[src/rtl/gpio_irq_pkg.sv]
package gpio_irq_pkg;
  localparam int unsigned DEF_G0_LINES = 14;
  localparam int unsigned DEF_G1_LINES = 24;
  localparam int unsigned DEF_G2_LINES = 32;
  localparam int unsigned N_SHARED     = 3;

  typedef enum logic [1:0] {
    SH_G0 = 2'd0,
    SH_G1 = 2'd1,
    SH_G2 = 2'd2
  } shared_idx_e;
endpackage

[src/rtl/irq_cfg_reg.sv]
module irq_cfg_reg #(
  parameter int unsigned W = 32
) (
  input  logic         clk_i,
  input  logic         rst_ni,
  input  logic         wr_en_i,
  input  logic [W-1:0] wr_data_i,
  output logic [W-1:0] cfg_o
);
  always_ff @(posedge clk_i or negedge rst_ni) begin
    if (!rst_ni)      cfg_o <= '0;
    else if (wr_en_i) cfg_o <= wr_data_i;
  end
endmodule

[src/rtl/irq_route_slot.sv]
// One contested slot: sel=1 gives the slot to the high (controller 2) line.
module irq_route_slot (
  input  logic sel_i,
  input  logic low_i,
  input  logic high_i,
  output logic direct_o,
  output logic low_shared_o,
  output logic high_shared_o
);
  always_comb begin
    direct_o      = sel_i ? high_i : low_i;
    low_shared_o  = sel_i & low_i;
    high_shared_o = ~sel_i & high_i;
  end
endmodule

[src/rtl/irq_or_reduce.sv]
module irq_or_reduce #(
  parameter int unsigned W = 14
) (
  input  logic [W-1:0] lines_i,
  output logic         any_o
);
  assign any_o = |lines_i;
endmodule

[src/rtl/gpio_irq_router.sv]
module gpio_irq_router
  import gpio_irq_pkg::*;
#(
  parameter int unsigned N_G0 = DEF_G0_LINES,
  parameter int unsigned N_G1 = DEF_G1_LINES,
  parameter int unsigned N_G2 = DEF_G2_LINES,
  localparam int unsigned N_MIX1   = N_G2 - N_G0,
  localparam int unsigned N_FIX    = N_G1 - N_MIX1,
  localparam int unsigned N_DIRECT = N_G2 + N_FIX,
  localparam int unsigned N_OUT    = N_DIRECT + N_SHARED
) (
  input  logic              clk_i,
  input  logic              rst_ni,
  input  logic              wr_en_i,
  input  logic [N_G2-1:0]   wr_data_i,
  output logic [N_G2-1:0]   rd_data_o,
  input  logic [N_G0-1:0]   gpio0_irq_i,
  input  logic [N_G1-1:0]   gpio1_irq_i,
  input  logic [N_G2-1:0]   gpio2_irq_i,
  output logic [N_OUT-1:0]  irq_o
);
  logic [N_G2-1:0]     cfg_q;
  logic [N_DIRECT-1:0] direct;
  logic [N_G2-1:0]     low_lose;
  logic [N_G2-1:0]     g2_lose;
  logic [N_SHARED-1:0] shared;

  irq_cfg_reg #(.W(N_G2)) u_cfg (
    .clk_i     (clk_i),
    .rst_ni    (rst_ni),
    .wr_en_i   (wr_en_i),
    .wr_data_i (wr_data_i),
    .cfg_o     (cfg_q)
  );

  assign rd_data_o = cfg_q;

  for (genvar s = 0; s < N_G2; s++) begin : g_slot
    logic low_line;
    if (s < N_G0) begin : g_lo0
      assign low_line = gpio0_irq_i[s];
    end else begin : g_lo1
      assign low_line = gpio1_irq_i[s-N_G0];
    end
    irq_route_slot u_slot (
      .sel_i         (cfg_q[s]),
      .low_i         (low_line),
      .high_i        (gpio2_irq_i[s]),
      .direct_o      (direct[s]),
      .low_shared_o  (low_lose[s]),
      .high_shared_o (g2_lose[s])
    );
  end

  // Controller 1 tail lines own the slots above the contested range.
  for (genvar k = 0; k < N_FIX; k++) begin : g_fix
    assign direct[N_G2+k] = gpio1_irq_i[N_MIX1+k];
  end

  irq_or_reduce #(.W(N_G0)) u_or0 (
    .lines_i (low_lose[N_G0-1:0]),
    .any_o   (shared[SH_G0])
  );
  irq_or_reduce #(.W(N_MIX1)) u_or1 (
    .lines_i (low_lose[N_G2-1:N_G0]),
    .any_o   (shared[SH_G1])
  );
  irq_or_reduce #(.W(N_G2)) u_or2 (
    .lines_i (g2_lose),
    .any_o   (shared[SH_G2])
  );

  assign irq_o = {shared, direct};


  p_wr_lands_r2: assert property (@(posedge clk_i) disable iff (!rst_ni)
    wr_en_i |=> rd_data_o == $past(wr_data_i));

  p_hold_r2: assert property (@(posedge clk_i) disable iff (!rst_ni)
    !wr_en_i |=> $stable(rd_data_o));

  p_no_loss_r9: assert property (@(posedge clk_i) disable iff (!rst_ni)
    (|{gpio0_irq_i, gpio1_irq_i, gpio2_irq_i}) == (|irq_o));

  p_sh0_idle_r6: assert property (@(posedge clk_i) disable iff (!rst_ni)
    (rd_data_o[N_G0-1:0] == '0) |-> !irq_o[N_DIRECT]);

  p_sh2_idle_r8: assert property (@(posedge clk_i) disable iff (!rst_ni)
    (&rd_data_o) |-> !irq_o[N_OUT-1]);
endmodule

[config.mk]
export PLATFORM = sky130hd
export DESIGN_NAME = gpio_irq_router
export DESIGN_NICKNAME = d
export VERILOG_FILES = /design/src/rtl/gpio_irq_pkg.sv /design/src/rtl/irq_cfg_reg.sv /design/src/rtl/irq_route_slot.sv /design/src/rtl/irq_or_reduce.sv /design/src/rtl/gpio_irq_router.sv
export SDC_FILE = /design/constraint.sdc
export NUM_CORES = 1
export LEC_CHECK = 0
export BUFFER_PORTS_ARGS = -buffer_cell sky130_fd_sc_hd__buf_2
export CAP_MARGIN = 25
export CELL_PAD_IN_SITES_DETAIL_PLACEMENT = 0
export CELL_PAD_IN_SITES_GLOBAL_PLACEMENT = 2
export CORE_UTILIZATION = 24
export DETAILED_ROUTE_END_ITERATION = 10
export GPL_TIMING_DRIVEN = 0
export PLACE_DENSITY = 0.87
export SYNTH_ARGS = -nofsm -noshare
export SYNTH_HDL_FRONTEND = slang
export SYNTH_HIERARCHICAL = 1
export SYNTH_SLANG_ARGS = --single-unit
[constraint.sdc]
create_clock -name clk_i -period 3.1 [get_ports clk_i]
set_input_delay 0.93 -clock clk_i [delete_from_list [all_inputs] [get_ports clk_i]]
set_output_delay 0.93 -clock clk_i [all_outputs]
set_load 0.01 [all_outputs]
=== Yosys cells after proc, flatten, opt, wreduce, memory -nomap -nowiden ===
Index checks and enable logic that the tools add are counted.

* Register bits: 32
* Bits of input ports: 105
* Output and inout bits: 73
* Word-level logic and storage cells: 132

* Muxes and demuxes: 32
* Bitwise operators: 96
* Reductions and logical operators: 3

{| class="wikitable"
|+ Operator list
! cell !! number
|-
| $and 1x1->1 || 64
|-
| $mux 1 || 32
|-
| $not 1->1 || 32
|-
| $reduce_or 32->1 || 1
|-
| $reduce_or 18->1 || 1
|-
| $reduce_or 14->1 || 1
|}

=== Logic depth before layout (Yosys ltp) ===
* Depth in word-level cells: 3
* Gate-level depth with buffers: 4

=== Modules after synthesis ===
Netlist, hierarchy kept.

{| class="wikitable"
|+ By module, submodules not included
! module !! times used !! cells an instance !! area each (sq um) !! sequential area each (sq um)
|-
| irq_cfg_reg || 1 || 68 || 1345.0 || 800.8
|-
| irq_route_slot || 32 || 3 || 31.3 || 0.0
|-
| irq_or_reduce (u_or2) || 1 || 11 || 75.1 || 0.0
|-
| gpio_irq_router || 1 || 6 || 45.0 || 0.0
|-
| irq_or_reduce (u_or1) || 1 || 6 || 38.8 || 0.0
|-
| irq_or_reduce (u_or0) || 1 || 5 || 28.8 || 0.0
|}

=== Worst setup path after synthesis ===
OpenSTA, ideal clock, no wires.

* Path type: input to output
* Start: input port gpio1_irq_i[5]
* End: output port irq_o[39]
* Data arrival time: 2.092 ns
* Data required time: 2.170 ns
* Setup slack: 0.078 ns
* Cell stages on the path: 3
* Path through: and2_2 or4_1 or4_1

* Cells in the longest elaborated chain, start to end: 2

{| class="wikitable"
|+ RTL lines
! item !! line !! RTL
|-
| start: declaration || gpio_irq_router.sv:18 || <nowiki>input logic [N_G1-1:0] gpio1_irq_i,</nowiki>
|-
| $and 1x1->1 || irq_route_slot.sv:12 || <nowiki>low_shared_o = sel_i & low_i;</nowiki>
|-
| $reduce_or 18->1 || irq_or_reduce.sv:7 || <nowiki>assign any_o = |lines_i;</nowiki>
|-
| end: declaration || gpio_irq_router.sv:20 || <nowiki>output logic [N_OUT-1:0] irq_o</nowiki>
|}

Every way passes these cells.

=== Worst setup path in the final report ===
* Start: input port gpio1_irq_i[5]
* End: output port irq_o[39]

* Cells in the longest elaborated chain, start to end: 2

{| class="wikitable"
|+ RTL lines
! item !! line !! RTL
|-
| $and 1x1->1 || irq_route_slot.sv:12 ||
|-
| via low_lose[19] || gpio_irq_router.sv:24 || <nowiki>logic [N_G2-1:0] low_lose;</nowiki>
|-
| $reduce_or 18->1 || irq_or_reduce.sv:7 ||
|}

The timed path passes the listed nets, and every way through them passes these cells.

==> results.json <==
{
  "period_minus_slack_ps": 3180,
  "gp_congestion": 0.779,
  "instances_no_fill": 505,
  "grt_max_degree": 33,
  "worst_pin_slew_ps": 778,
  "hold_viol_final": 0,
  "grt_usage_pct": 13.5,
  "root_buffer": "clkbuf_8",
  "power_leakage_uw": 0.00197,
  "syn_avg_cell_area_um2": 13.2,
  "worstRegToRegCells": 1,
  "grt_pass1_vias": 2223,
  "portBuffers": 170,
  "dp_cells": 498,
  "vias": 2142,
  "start_util_pct": 24.7,
  "arrival_ps": 2250,
  "yosys_register_bits": 32,
  "fin_crit_sh_pct": 103,
  "clk_pin_slew_ps": 60,
  "crit_path_max_fanout": 2,
  "r2r-start": "u_cfg/cfg_o[17]",
  "die_w_um": 105,
  "yosysWarningCount": 6,
  "die_h_um": 105,
  "hold_start": "u_cfg/cfg_o[3]",
  "core-area_mm2": 0.0103,
  "clock_latency_ps": 270,
  "end_kind": "primary output",
  "routed_wl_mm": 7.33,
  "peakVddDrop_v": 0.000130,
  "multi_input_area_mm2": 0.00169,
  "largest_reg_flops": 32,
  "ant_nets": 0,
  "final_util_pct": 36.3,
  "die-area_mm2": 0.0110,
  "wl_per_cell_um": 14.5,
  "finalMaxSlewViolations": 0,
  "ys_seq_area_share_pct": 31.6,
  "syn-num-nets": 297,
  "drc": 0,
  "rows": 37,
  "overflow": 0,
  "r2r_slack_ps": 2240,
  "postCtsHoldBufs": 0,
  "cts_tree": "built",
  "max_freq_mhz": 314,
  "place_area_mm2": 0.00355,
  "yosys.cell_types.count": 15,
  "reg2reg_to": "u_cfg/cfg_o[17]",
  "finClkSkew_ps": 0,
  "final_area_mm2": 0.00373,
  "postSynthCellCount": 192,
  "worst_slack_ps": -82.1,
  "status": "finished, violations left",
  "hpwl_mm": 6.04,
  "antenna_cells": 0,
  "nNetsFinal": 474,
  "critPathKind": "in -> out",
  "drive_gt1_share_pct": 87.0,
  "power.density_mw_per_mm2": 359,
  "viasPerCell": 4.24,
  "n_fill_cell": 1057,
  "holdCritPathClass": "reg -> reg",
  "cts_setup_buffers": 0,
  "slew_headroom_pct": 48.1,
  "critPathLaunch": "gpio1_irq_i[5]",
  "clk_path_buf_depth": 2,
  "maxCapViolCount": 0,
  "top_register": "u_cfg/cfg_o",
  "grt_antenna_before_repair": 0,
  "violations": "negative setup slack",
  "design.portCount": 178,
  "power.total_uw": 1340,
  "first_iter_violations": 47,
  "cts_sinks": 32,
  "required_ps": 2170,
  "regArea_um2": 801,
  "crit_path_end": "irq_o[39]",
  "rsz0062_at_grt": "yes",
  "numCtsBuffers": 5,
  "grt_first_pass_wirelength_mm": 11.5,
  "netlist_area_mm2": 0.00253,
  "cts.htree.levels": 2,
  "first_pass_iters": 4,
  "setup_viol": 1,
  "cp-start-kind": "input pin",
  "largestRegisters": "u_cfg/cfg_o (32)",
  "area_growth_pct": 47.3
}
[repair_timing]
action | 4_1_cts | 5_1_grt
pin swaps | 2 | 4
gates resized for setup | 13 | 3
setup endpoints to repair | 2 | 2
[critical path, stage by stage]
cell and delay [ps]:
buf_6 90, and2_4 120, or4_1 500, or4_1 460
buf_2 150
[Yosys cell counts (all sizes together)]
library cell | n | area, um^2
and2 | 32 | 240
and2b | 32 | 280
buf | 10 | 116
dfrtp | 32 | 801
mux2 | 64 | 953
nand3 | 1 | 5.00
nand4 | 3 | 18.8
nor2 | 1 | 3.75
nor4 | 14 | 93.8
or2 | 1 | 6.26
or4 | 2 | 15.0
[final cells by class]
type,count,share of cell area (%)
Clock inverter,1,0.134
Timing Repair Buffer,170,23.5
Sequential cell,32,21.5
Buffer,10,3.12
Multi-Input combinational cell,150,45.3
Tap cell,136,4.56
Clock buffer,6,1.95
[layer usage]
| layer | GRT usage (%) | part of all wire (%) | vias to the layer above |
|---|---|---|---|
| met5 | 0 | 0 | - |
| met4 | 3.12 | 1.1 | 0 |
| met3 | 3.81 | 8.2 | 8 |
| met2 | 22.4 | 47 | 113 |
| met1 | 17.2 | 43 | 998 |
| li1 | - | - | 1023 |
[power by group]
part / leakage, uW / switching [uW] / internal [uW]
combinational: 0.00156 / 192 / 319
clock: 0.0000410 / 155 / 153
sequential: 0.000374 / 61.5 / 459
[kinds of logic after synthesis]
kind of cell | share of synthesized area [%]
buffers and inverters | 4.59
muxes | 37.6
and+or+nand+nor | 26.2
DFF | 31.6
[cells in the final DEF, fill, tap and decap left out]
| cell | n |
|---|---|
| nor4_1 | 8 |
| or2_1 | 1 |
| dfrtp_1 | 32 |
| nor4_4 | 4 |
| buf_6 | 5 |
| buf_4 | 6 |
| and2_2 | 30 |
| buf_2 | 166 |
| and2_4 | 2 |
| buf_12 | 3 |
| nand4_1 | 3 |
| mux2_2 | 2 |
| nand3_2 | 1 |
| nor4_2 | 2 |
| clkbuf_8 | 5 |
| or4_1 | 2 |
| and2b_2 | 32 |
| nor2_1 | 1 |
| mux2_4 | 62 |
| clkbuf_1 | 1 |
| clkinv_2 | 1 |
[worst min-delay path by stage]
stage / to / slack (ps) / depth (start not counted)
final: u_cfg/cfg_o[3] / 600 / 1
after detailed placement: u_cfg/cfg_o[3] / 580 / 1
after CTS: u_cfg/cfg_o[3] / 610 / 1
after global routing: u_cfg/cfg_o[3] / 630 / 1
after global placement: u_cfg/cfg_o[6] / 580 / 1
after floorplan: u_cfg/cfg_o[29] / 620 / 1
[metrics by stage]
stage | setup TNS (ps) | setup WS, ps | hold WS [ps]
3_3_place_gp | -427 | -274 | 579
4_1_cts | -86.0 | -86.0 | 605
5_1_grt | -140 | -126 | 633
6_report | -82.1 | -82.1 | 601
3_5_place_dp | -431 | -277 | 582
2_1_floorplan | 0 | 78.3 | 623
Power figures use the tool's default switching activity.
